[src/rtl/itq_pkg.sv]
package itq_pkg;

   localparam int ITQ_WORD_W    = 64;
   localparam int ITQ_CMD_WORDS = 4;
   localparam int ITQ_CMD_BYTES = 32;

   typedef enum logic [7:0] {
      OP_MOVE     = 8'h01,
      OP_INT      = 8'h03,
      OP_SYNC     = 8'h05,
      OP_MAPDEV   = 8'h08,
      OP_MAPCOL   = 8'h09,
      OP_MAPVIRT  = 8'h0A,
      OP_INV      = 8'h0C,
      OP_INVALL   = 8'h0D,
      OP_DISCARD  = 8'h0F
   } itq_op_e;

   typedef struct packed {
      logic [7:0]  op;
      logic [31:0] devid;
      logic [31:0] event_id;
      logic [31:0] pintid;
      logic [4:0]  size;
      logic [5:0]  ite_log2;
      logic [47:0] table_addr;
      logic [47:0] target;
      logic [15:0] coll;
      logic        vflag;
   } itq_cmd_t;

   function automatic logic itq_op_known(input logic [7:0] op);
      logic k;
      case (op)
         OP_MOVE, OP_INT, OP_SYNC, OP_MAPDEV, OP_MAPCOL,
         OP_MAPVIRT, OP_INV, OP_INVALL, OP_DISCARD: k = 1'b1;
         default:                                   k = 1'b0;
      endcase
      return k;
   endfunction

endpackage

[src/rtl/itq_ptr_regs.sv]
module itq_ptr_regs #(
   parameter int SLOTS  = 2048,
   parameter int SLOT_W = $clog2(SLOTS)
) (
   input  logic              clk,
   input  logic              rst_n,
   input  logic              wr_we,
   input  logic [31:0]       wr_wdata,
   input  logic              adv,
   output logic [SLOT_W-1:0] wr_slot,
   output logic [SLOT_W-1:0] rd_slot,
   output logic              empty,
   output logic              full,
   output logic              ptr_err
);

   localparam logic [SLOT_W-1:0] LAST_SLOT = SLOT_W'(SLOTS - 1);
   localparam logic [26:0]       SLOTS_HI  = 27'(SLOTS);

   if (SLOTS < 2 || (1 << SLOT_W) != SLOTS) begin : g_bad_slots
      $error("itq_ptr_regs: SLOTS must be a power of two of at least 2");
   end

   function automatic logic [SLOT_W-1:0] step(input logic [SLOT_W-1:0] s);
      return (s == LAST_SLOT) ? '0 : s + SLOT_W'(1);
   endfunction

   logic wr_aligned;
   logic wr_in_range;
   logic wr_ok;

   assign wr_aligned  = (wr_wdata[4:0] == 5'd0);
   assign wr_in_range = (wr_wdata[31:5] < SLOTS_HI);
   assign wr_ok       = wr_aligned && wr_in_range;

   always_ff @(posedge clk) begin
      if (!rst_n) begin
         wr_slot <= '0;
         ptr_err <= 1'b0;
      end else if (wr_we) begin
         if (wr_ok) wr_slot <= wr_wdata[SLOT_W+4:5];
         else       ptr_err <= 1'b1;
      end
   end

   always_ff @(posedge clk) begin
      if (!rst_n)   rd_slot <= '0;
      else if (adv) rd_slot <= step(rd_slot);
   end

   assign empty = (rd_slot == wr_slot);
   assign full  = (step(wr_slot) == rd_slot);

   assert_err_sticky_R9: assert property (@(posedge clk) disable iff (!rst_n)
      ptr_err |=> ptr_err);

   assert_misaligned_sets_err_R9: assert property (@(posedge clk) disable iff (!rst_n)
      (wr_we && wr_wdata[4:0] != 5'd0) |=> (ptr_err && $stable(wr_slot)));

   assert_rd_hold_R4: assert property (@(posedge clk) disable iff (!rst_n)
      !adv |=> $stable(rd_slot));

   assert_wrap_R5: assert property (@(posedge clk) disable iff (!rst_n)
      (adv && rd_slot == LAST_SLOT) |=> (rd_slot == '0));

endmodule

[src/rtl/itq_decode.sv]
module itq_decode
   import itq_pkg::*;
#(
   parameter int WORD_W = ITQ_WORD_W,
   parameter int NWORDS = ITQ_CMD_WORDS
) (
   input  logic [NWORDS*WORD_W-1:0] words,
   output itq_cmd_t                 cmd,
   output logic                     known
);

   if (WORD_W != 64 || NWORDS != 4) begin : g_bad_shape
      $error("itq_decode: command layout needs four 64-bit words");
   end

   logic [WORD_W-1:0] w0, w1, w2, w3;
   assign w0 = words[0*WORD_W +: WORD_W];
   assign w1 = words[1*WORD_W +: WORD_W];
   assign w2 = words[2*WORD_W +: WORD_W];
   assign w3 = words[3*WORD_W +: WORD_W];

   always_comb begin
      cmd.op         = w0[7:0];
      cmd.devid      = w0[63:32];
      cmd.event_id   = w1[31:0];
      cmd.pintid     = w1[63:32];
      cmd.size       = w1[4:0];
      cmd.ite_log2   = {1'b0, w1[4:0]} + 6'd1;
      cmd.table_addr = {w2[47:8], 8'h00};
      cmd.target     = {w2[47:16], 16'h0000};
      cmd.coll       = w2[15:0];
      cmd.vflag      = w2[63];
      known          = itq_op_known(w0[7:0]);
   end

   logic unused_bits;
   assign unused_bits = ^{w0[31:8], w2[62:48], w3};

endmodule

[src/rtl/itq_fetch.sv]
module itq_fetch #(
   parameter int SLOT_W = 11,
   parameter int WORD_W = 64,
   parameter int NWORDS = 4,
   parameter int IDX_W  = $clog2(NWORDS),
   parameter int BSH    = $clog2(WORD_W / 8),
   parameter int ADDR_W = SLOT_W + IDX_W + BSH
) (
   input  logic                     clk,
   input  logic                     rst_n,
   input  logic                     empty,
   input  logic                     halt,
   input  logic [SLOT_W-1:0]        rd_slot,
   input  logic                     known,
   input  logic                     cmd_ready,
   input  logic                     mem_gnt,
   input  logic                     mem_rvalid,
   input  logic [WORD_W-1:0]        mem_rdata,
   output logic                     mem_req,
   output logic [ADDR_W-1:0]        mem_addr,
   output logic [NWORDS*WORD_W-1:0] words,
   output logic                     cmd_valid,
   output logic                     bad_op,
   output logic                     adv
);

   localparam logic [IDX_W-1:0] LAST_IDX = IDX_W'(NWORDS - 1);

   if ((1 << IDX_W) != NWORDS || NWORDS < 2) begin : g_bad_nwords
      $error("itq_fetch: NWORDS must be a power of two of at least 2");
   end

   typedef enum logic [1:0] {F_IDLE, F_REQ, F_WAIT, F_PRES} fst_e;

   fst_e             st;
   logic [IDX_W-1:0] idx;
   logic             beat_done;

   assign beat_done = (st == F_WAIT) && mem_rvalid;

   always_ff @(posedge clk) begin
      if (!rst_n) begin
         st  <= F_IDLE;
         idx <= '0;
      end else begin
         case (st)
            F_IDLE: if (!empty && !halt) begin
               st  <= F_REQ;
               idx <= '0;
            end
            F_REQ:  if (mem_gnt) st <= F_WAIT;
            F_WAIT: if (mem_rvalid) begin
               if (idx == LAST_IDX) st <= F_PRES;
               else begin
                  st  <= F_REQ;
                  idx <= idx + IDX_W'(1);
               end
            end
            F_PRES: if (adv) st <= F_IDLE;
            default: st <= F_IDLE;
         endcase
      end
   end

   logic [WORD_W-1:0] wbuf [NWORDS];

   for (genvar w = 0; w < NWORDS; w++) begin : g_word
      always_ff @(posedge clk) begin
         if (!rst_n)
            wbuf[w] <= '0;
         else if (beat_done && idx == IDX_W'(w))
            wbuf[w] <= mem_rdata;
      end
      assign words[w*WORD_W +: WORD_W] = wbuf[w];
   end

   assign mem_req   = (st == F_REQ);
   assign mem_addr  = {rd_slot, idx, {BSH{1'b0}}};
   assign cmd_valid = (st == F_PRES) && known;
   assign bad_op    = (st == F_PRES) && !known;
   assign adv       = bad_op || (cmd_valid && cmd_ready);

   assert_hold_R4: assert property (@(posedge clk) disable iff (!rst_n)
      (cmd_valid && !cmd_ready) |=> (cmd_valid && $stable(words)));

   assert_addr_step_R2: assert property (@(posedge clk) disable iff (!rst_n)
      (beat_done && idx != LAST_IDX) |=>
         (mem_req && mem_addr == $past(mem_addr) + ADDR_W'(WORD_W / 8)));

   assert_quiet_when_empty_R6: assert property (@(posedge clk) disable iff (!rst_n)
      (st == F_IDLE && (empty || halt)) |=> !mem_req);

   assert_skip_once_R8: assert property (@(posedge clk) disable iff (!rst_n)
      bad_op |=> (!bad_op && !cmd_valid));

endmodule

[src/rtl/itq_cmd_engine.sv]
module itq_cmd_engine
   import itq_pkg::*;
#(
   parameter int QUEUE_BYTES = 65536,
   parameter int ADDR_W      = $clog2(QUEUE_BYTES)
) (
   input  logic              clk,
   input  logic              rst_n,
   input  logic              wr_off_we,
   input  logic [31:0]       wr_off_wdata,
   output logic [31:0]       wr_off,
   output logic [31:0]       rd_off,
   output logic              q_empty,
   output logic              q_full,
   output logic              ptr_err,
   output logic              mem_req,
   output logic [ADDR_W-1:0] mem_addr,
   input  logic              mem_gnt,
   input  logic              mem_rvalid,
   input  logic [63:0]       mem_rdata,
   output logic              cmd_valid,
   input  logic              cmd_ready,
   output logic [7:0]        cmd_op,
   output logic [31:0]       cmd_devid,
   output logic [31:0]       cmd_event,
   output logic [31:0]       cmd_pintid,
   output logic [4:0]        cmd_size,
   output logic [5:0]        cmd_ite_log2,
   output logic [47:0]       cmd_table_addr,
   output logic [47:0]       cmd_target,
   output logic [15:0]       cmd_coll,
   output logic              cmd_vflag,
   output logic              bad_op
);

   localparam int SLOTS  = QUEUE_BYTES / ITQ_CMD_BYTES;
   localparam int SLOT_W = $clog2(SLOTS);
   localparam int OFF_SH = $clog2(ITQ_CMD_BYTES);

   if (QUEUE_BYTES < 64 || QUEUE_BYTES > 32'h4000_0000 ||
       (QUEUE_BYTES & (QUEUE_BYTES - 1)) != 0) begin : g_bad_size
      $error("itq_cmd_engine: QUEUE_BYTES must be a power of two from 64 up");
   end
   if (ADDR_W != SLOT_W + OFF_SH) begin : g_bad_addr
      $error("itq_cmd_engine: ADDR_W must stay at its derived value");
   end

   logic [SLOT_W-1:0]                       wr_slot, rd_slot;
   logic                                    adv, known;
   logic [ITQ_CMD_WORDS*ITQ_WORD_W-1:0]     words;
   itq_cmd_t                                cmd;

   itq_ptr_regs #(.SLOTS(SLOTS)) u_ptr (
      .clk      (clk),
      .rst_n    (rst_n),
      .wr_we    (wr_off_we),
      .wr_wdata (wr_off_wdata),
      .adv      (adv),
      .wr_slot  (wr_slot),
      .rd_slot  (rd_slot),
      .empty    (q_empty),
      .full     (q_full),
      .ptr_err  (ptr_err)
   );

   itq_fetch #(
      .SLOT_W (SLOT_W),
      .WORD_W (ITQ_WORD_W),
      .NWORDS (ITQ_CMD_WORDS)
   ) u_fetch (
      .clk        (clk),
      .rst_n      (rst_n),
      .empty      (q_empty),
      .halt       (ptr_err),
      .rd_slot    (rd_slot),
      .known      (known),
      .cmd_ready  (cmd_ready),
      .mem_gnt    (mem_gnt),
      .mem_rvalid (mem_rvalid),
      .mem_rdata  (mem_rdata),
      .mem_req    (mem_req),
      .mem_addr   (mem_addr),
      .words      (words),
      .cmd_valid  (cmd_valid),
      .bad_op     (bad_op),
      .adv        (adv)
   );

   itq_decode #(
      .WORD_W (ITQ_WORD_W),
      .NWORDS (ITQ_CMD_WORDS)
   ) u_dec (
      .words (words),
      .cmd   (cmd),
      .known (known)
   );

   assign wr_off = {{(32-SLOT_W-OFF_SH){1'b0}}, wr_slot, {OFF_SH{1'b0}}};
   assign rd_off = {{(32-SLOT_W-OFF_SH){1'b0}}, rd_slot, {OFF_SH{1'b0}}};

   assign cmd_op         = cmd.op;
   assign cmd_devid      = cmd.devid;
   assign cmd_event      = cmd.event_id;
   assign cmd_pintid     = cmd.pintid;
   assign cmd_size       = cmd.size;
   assign cmd_ite_log2   = cmd.ite_log2;
   assign cmd_table_addr = cmd.table_addr;
   assign cmd_target     = cmd.target;
   assign cmd_coll       = cmd.coll;
   assign cmd_vflag      = cmd.vflag;

endmodule

[config.mk]
export PLATFORM = sky130hd
export DESIGN_NAME = itq_cmd_engine
export DESIGN_NICKNAME = d
export VERILOG_FILES = /design/src/rtl/itq_pkg.sv /design/src/rtl/itq_ptr_regs.sv /design/src/rtl/itq_decode.sv /design/src/rtl/itq_fetch.sv /design/src/rtl/itq_cmd_engine.sv
export SDC_FILE = /design/constraint.sdc
export NUM_CORES = 1
export LEC_CHECK = 0
export CAP_MARGIN = 20
export CORE_ASPECT_RATIO = 0.5
export CORE_UTILIZATION = 38
export CTS_CLUSTER_DIAMETER = 100
export DETAILED_ROUTE_END_ITERATION = 10
export HOLD_SLACK_MARGIN = 0.1
export PLACE_DENSITY = 0.89
export SYNTH_ARGS = -nofsm -noshare
export SYNTH_HDL_FRONTEND = slang
export SYNTH_SLANG_ARGS = --single-unit
[constraint.sdc]
create_clock -name clk -period 2.75 [get_ports clk]
set_input_delay 0.275 -clock clk [delete_from_list [all_inputs] [get_ports clk]]
set_output_delay 0.275 -clock clk [all_outputs]
set_load 0.01 [all_outputs]
==> impl_results.md, run 1 <==
- Status: finished, final reports clean
- CP Max Fanout: 4
- Fin. max-slew vios: 0
- CP Launch Type: flip-flop
- Top cell type by total area after synthesis: edfxtp_1
- DP Worst Slack: approximately 0.17 ns
- Fillcell total: ~1800
- Most used cell, CP: nor4_4
- Site Rows: 38
- Maximum clock frequency: 0.380 GHz
- Routed WL: 23700 µm
- Synth top area share: 52.5%
- Via-to-Cell Ratio: between 4 and 5
- Wire length per cell: around 18 µm
- Largest net degree at the start of global routing: 65
- CTS Sinks: 180
- Max-Cap Viols: 0
- Layout Nets: approximately 1100
- # port buffers: approximately 350
- Slowest stage delay, CP: 0.37 ns
- Clk Latency, worst-skew pair: roughly 0.43 ns
- GPL Wtd Cong: between 0.9 and 1
- Top cells by area, synth: edfxtp_1 (52%), and2_1 (11%), buf_4 (11%)
- GR peak layer: met2
- Setup-failing EPs final: 0
- GR Util met3: 2.82%
- Post-synthesis sequential area ratio: ~60%
- H-tree levels: 4
- Async SR Flop Fraction: 0%
- Chip height: ~110 µm
- Num ports: ~420
- Grt met2 use: a little over a third
- Slowest CP cell: nor4_4
- CTS tree: yes
- Post-DP HPWL: 17400 µm
- Hold WS: 0.471 ns
- Final core occ: between 50% and 60%
- Leakage dissipation: ~4.8 nW
- Post-route setup slack: 0.121 ns
- Post-Synthesis Cells: around 700
- Initial antenna violation count: 1
- Data required time of the worst path: 2.48 ns
- TritonRoute pass-1 iters: 4
- Met1 GRT Util: between 20% and 30%
- Initial Util: 39.6%
- Clock buffer depth: 2
- Commonest non-fill, non-tap cells in the layout: clkdlybuf4s50_1 (345), and2_1 (155), edfxtp_1 (153)
- Fin Setup TNS: 0 ns
- Final min period: roughly 2.6 ns
- Final Skew: between 0.01 and 0.015 ns
- First-pass GRT wire length: approximately 34000 µm
- Final hold viol count: 0
- Core footprint: about 0.022 mm²
- GRT Util Overall: between 10% and 20%
- VDD IR max: approximately 0.28 mV
- Number of synthesized register bits: 180
- EDFF count, synth: 153
- Worst setup EP type: output pin
- RSZ-0062 raised after global routing: false
- Final Power: slightly above 6 mW
- CP Data Arrival Time: 2.35 ns
- Yosys Warn Count: 0
- Final worst path period share: 95.6%
- Slew headroom: 57.6%
- DRC: 0
- Clock transition at path regs: about 0.07 ns
- Cell Area, Synth: 0.00876 mm²
- Synth cell types: 60
- Most common cell after layout, fill and taps aside: clkdlybuf4s50_1
- Vias in the first global route: about 6000
- Drt first-iter violations: slightly below 400
- Layout cells sized above 1: around 8%
- CTS Buf Count: 17
- Pwr dens: approximately 490 mW/mm²
- Crit path cell chain: ha_1 -> inv_2 -> nor4_4 -> nor3_1 -> o32a_1 -> nor4_4 -> clkbuf_2
- Mapped Avg Cell Area: about 12 µm²
- WS Path Type: flip-flop to output pin
- Min-delay worst type: input pin to flip-flop
- Die X: ~220 µm
- Die area: between 0.02 and 0.025 mm²
- Main synth FF type: edfxtp_1
- Postcts setup bufs: 0
- Remaining antenna violation count after routing: 0
- Worst-Margin Slew: 0.632 ns
- P&R area growth vs syn: 44.3%
- CTS root buffer: clkbuf_16
- Via count: between 6000 and 7000
- Total grt overflow: 0
## through the flow
step	area, µm²	instances
3_5_place_dp	12000	1298
3_3_place_gp	12000	1298
6_report	12600	1331
2_1_floorplan	9010	781
4_1_cts	12600	1330
5_1_grt	12600	1331
## power by group
group          switching, mW  internal, mW
registers             0.0358          3.03
logic                  0.255         0.320
clock network           1.14          1.37
total                   1.43          4.72
## per-layer routing
layer | wire length (µm) | vias up
met4 | 562 | 0
met2 | 12900 | 220
met3 | 915 | 41
met5 | 0 | -
li1 | - | 2875
met1 | 9250 | 3009
## sequential cells by signal, indices dropped and copies added (netlist names)
register       cells
u_fetch.wbuf     153
u_ptr.rd_slot     11
u_ptr.wr_slot     11
u_fetch.idx        2
u_fetch.st         2
u_ptr.ptr_err      1
## worst max-delay path: cells and delay by family, from the launching register on
family / cells / cell delay [ns]
buffers and inverters: 2 / 0.29
flip-flops: 1 / 0.35
AO/OA/AOI/OAI: 1 / 0.33
AND/OR/NAND/NOR: 3 / 0.75
adder cells (fa/ha/maj): 1 / 0.20
## cell type report
class                      count  area, µm²  share of cell area, %
multi-input combinational    435       2790                   22.1
clock buffer                  18        429                   3.40
antenna                        1       2.50                 0.0198
sequential                   180       5130                   40.6
clock inverter                14        164                   1.30
tap                          300        375                   2.97
inverter                       9       33.8                  0.267
timing repair buffer         374       3710                   29.3
## logic make-up after synthesis
family	after synthesis	share of synthesized area (%)
compound gates	41	3.57
xor+xnor	23	2.30
fa+ha+maj	7	1.00
buf+inv	166	13.0
flops	180	58.6
mux	17	1.94
other cells	1	0.0428
simple gates	278	19.5
## worst paths after layout
kind / startpoint / end / slack, ns / depth (start not counted)
worst min-delay path: wr_off_wdata[5] / u_ptr.wr_slot[0] / 0.47 / 3
worst max-delay path: u_ptr.wr_slot[1] / q_full / 0.12 / 7
worst max register to register: u_fetch.wbuf[0][3] / u_ptr.rd_slot[10] / 0.72 / 5
worst min register to register: u_ptr.ptr_err / u_ptr.ptr_err / 0.54 / 1
## Yosys cell counts (all sizes together) (6+ instances only)
master	instances
and3	9
nor4	10
nor2	15
o21ai	7
mux2i	17
nor3	8
ha	7
edfxtp	153
nand4	6
nand3	11
nand2b	7
buf	133
nor2b	13
nand2	28
xnor2	19
dfxtp	27
clkbuf	23
inv	9
and2	155
## what timing repair did
action,4_1_cts,5_1_grt
gates resized for setup,2,7
hold buffers,0,0
endpoints found under the setup margin,1,3
pin swaps,1,1
Power figures use the tool's default switching activity.
==> run 2, diff against run 1 <==
Settings changed: ABC_CLOCK_PERIOD_IN_PS set to 2750.
==> results of run 2 <==
No change in the layout: final DEF, timing and power equal those of run 1.
==> run 3, diff against run 2 <==
Settings changed: GPL_TIMING_DRIVEN set to 0.
==> impl_results.md, run 3 (synthesis results as in run 1) <==
- Status: finished, final reports clean
- Clock buffer depth: 2
- Final Skew: 0.0104 ns
- Max reg flops: about 150
- Top Registers: u_fetch.wbuf (153), u_ptr.rd_slot (11), u_ptr.wr_slot (11)
- Initial antenna violation count: 1
- Via count: ~6600
- Site Rows: 38
- TritonRoute pass-1 iters: 4
- Post-DP HPWL: between 15000 and 20000 µm
- Max-Cap Viols: 0
- Worst setup EP type: output pin
- DP Worst Slack: -0.372 ns
- P&R area growth vs syn: 55.2%
- R2R setup slack: 0.61 ns
- Clk Latency, worst-skew pair: between 0.4 and 0.5 ns
- Layout cells sized above 1: ~17%
- Layout Nets: 1261
- CP Data Arrival Time: 2.42 ns
- H-tree levels: 4
- Min-delay worst type: input pin to flip-flop
- Post-route setup slack: just over 0.05 ns
- CTS Sinks: 180
- CTS tree: yes
- Final worst path period share: 98.1%
- Maximum clock frequency: 0.370 GHz
- Chip height: 109 µm
- VDD IR max: between 0.3 and 0.4 mV
- Die X: between 200 and 250 µm
- Drt first-iter violations: between 400 and 500
- Num ports: around 420
- Worst-Margin Slew: ~0.94 ns
- Data required time of the worst path: 2.48 ns
- Final min period: 2.70 ns
- Remaining antenna violation count after routing: 0
- WS Path Type: flip-flop to output pin
- CP Launch Type: flip-flop
- Biggest register: u_fetch.wbuf
- Routed WL: 24900 µm
- Fin. max-slew vios: 0
- Commonest non-fill, non-tap cells in the layout: clkdlybuf4s50_1 (345), and2_1 (155), edfxtp_1 (153)
- First-pass GRT wire length: 36200 µm
- CP Max Fanout: 7
- # port buffers: around 350
- RSZ-0062 raised after global routing: true
- CTS Buf Count: 17
- Hold WS: 0.464 ns
- Initial Util: 39.6%
- Pwr dens: between 400 and 500 mW/mm²
- Total grt overflow: 0
- Slew headroom: roughly 37%
- GPL Wtd Cong: 0.875
- Core footprint: approximately 0.022 mm²
- Clock transition at path regs: roughly 0.070 ns
- Final hold viol count: 0
- Vias in the first global route: 6652
- GRT Util Overall: about 20%
- Wire length per cell: 17.0 µm
- CTS root buffer: clkbuf_16
- CTS Hold Buffers Added: 0
- Largest net degree at the start of global routing: 65
- DRC: 0
- Die area: around 0.024 mm²
- Setup-failing EPs final: 0
- Leakage dissipation: 5.41 nW
- Via-to-Cell Ratio: 4.49
- Most common cell after layout, fill and taps aside: clkdlybuf4s50_1
[run 3: changes by cell type in the layout (fill, tap and decap cells not counted), sizes merged]
| cell | previous run | this run |
|---|---|---|
| clkinvlp | 2 | 1 |
| clkbuf | 19 | 41 |
| inv | 16 | 12 |
| clkinv | 3 | 9 |
| buf | 28 | 140 |
[run 3: timing repair]
item | 4_1_cts | 5_1_grt
hold endpoints to repair | 0 | 0
pin swaps | 2 | 5
resized for setup | 16 | 9
buffers inserted | 1 | 4
endpoints found under the setup margin | 2 | 3
[run 3: worst max-delay path, stage by stage, from the launching register on]
cell        delay, ns
dfxtp_4          0.37
ha_4             0.19
clkinvlp_4       0.16
nor4_4           0.42
mux2i_1          0.16
o2bb2ai_2        0.17
nor4_4           0.32
buf_2            0.20
[run 3: power breakdown]
group | switching (mW) | internal [mW] | total (mW)
Clock | 1.09 | 1.35 | 2.44
Combinational | 0.275 | 0.407 | 0.682
Sequential | 0.0388 | 3.03 | 3.07
[run 3: final timing paths]
path | from | endpoint | depth (start not counted)
max | u_ptr.wr_slot[1] | q_full | 7
max reg2reg | u_fetch.st[1] | u_fetch.wbuf[1][44] | 6
min reg2reg | u_fetch.idx[1] | u_fetch.idx[1] | 2
min | mem_gnt | u_fetch.st[1] | 3
[run 3: cell type report]
type | count | area [µm²]
Clock inverter | 15 | 155
Timing Repair Buffer | 353 | 3540
Fill cell | 1697 | 8520
Inverter | 9 | 37.5
Tap cell | 300 | 375
Buffer | 156 | 1100
Antenna cell | 1 | 2.50
Sequential cell | 180 | 5140
Multi-Input combinational cell | 435 | 2820
Clock buffer | 17 | 425
[run 3: metal layers]
metal  vias up  GRT usage [%]  routed length, µm
li1       3151              -                  -
met1      3147           22.7               9560
met2       238           38.0              13500
met3        53           3.76               1060
met4         0           8.90                762
met5         -              0                  0
[run 3: metrics by stage]
| stage | power, mW | instances | instance area, µm² | setup TNS [ns] | util [%] |
|---|---|---|---|---|---|
| floorplan | 3.38 | 781 | 9010 | 0 | - |
| global placement | 3.79 | 1427 | 12900 | -192.59 | 58.1 |
| detailed placement | 3.80 | 1429 | 12900 | -22.93 | 58.4 |
| CTS | 6.22 | 1461 | 13500 | 0 | 61.2 |
| global route | 6.36 | 1466 | 13600 | -0.0665 | 61.5 |
| finish | 6.18 | 1466 | 13600 | 0 | 61.5 |
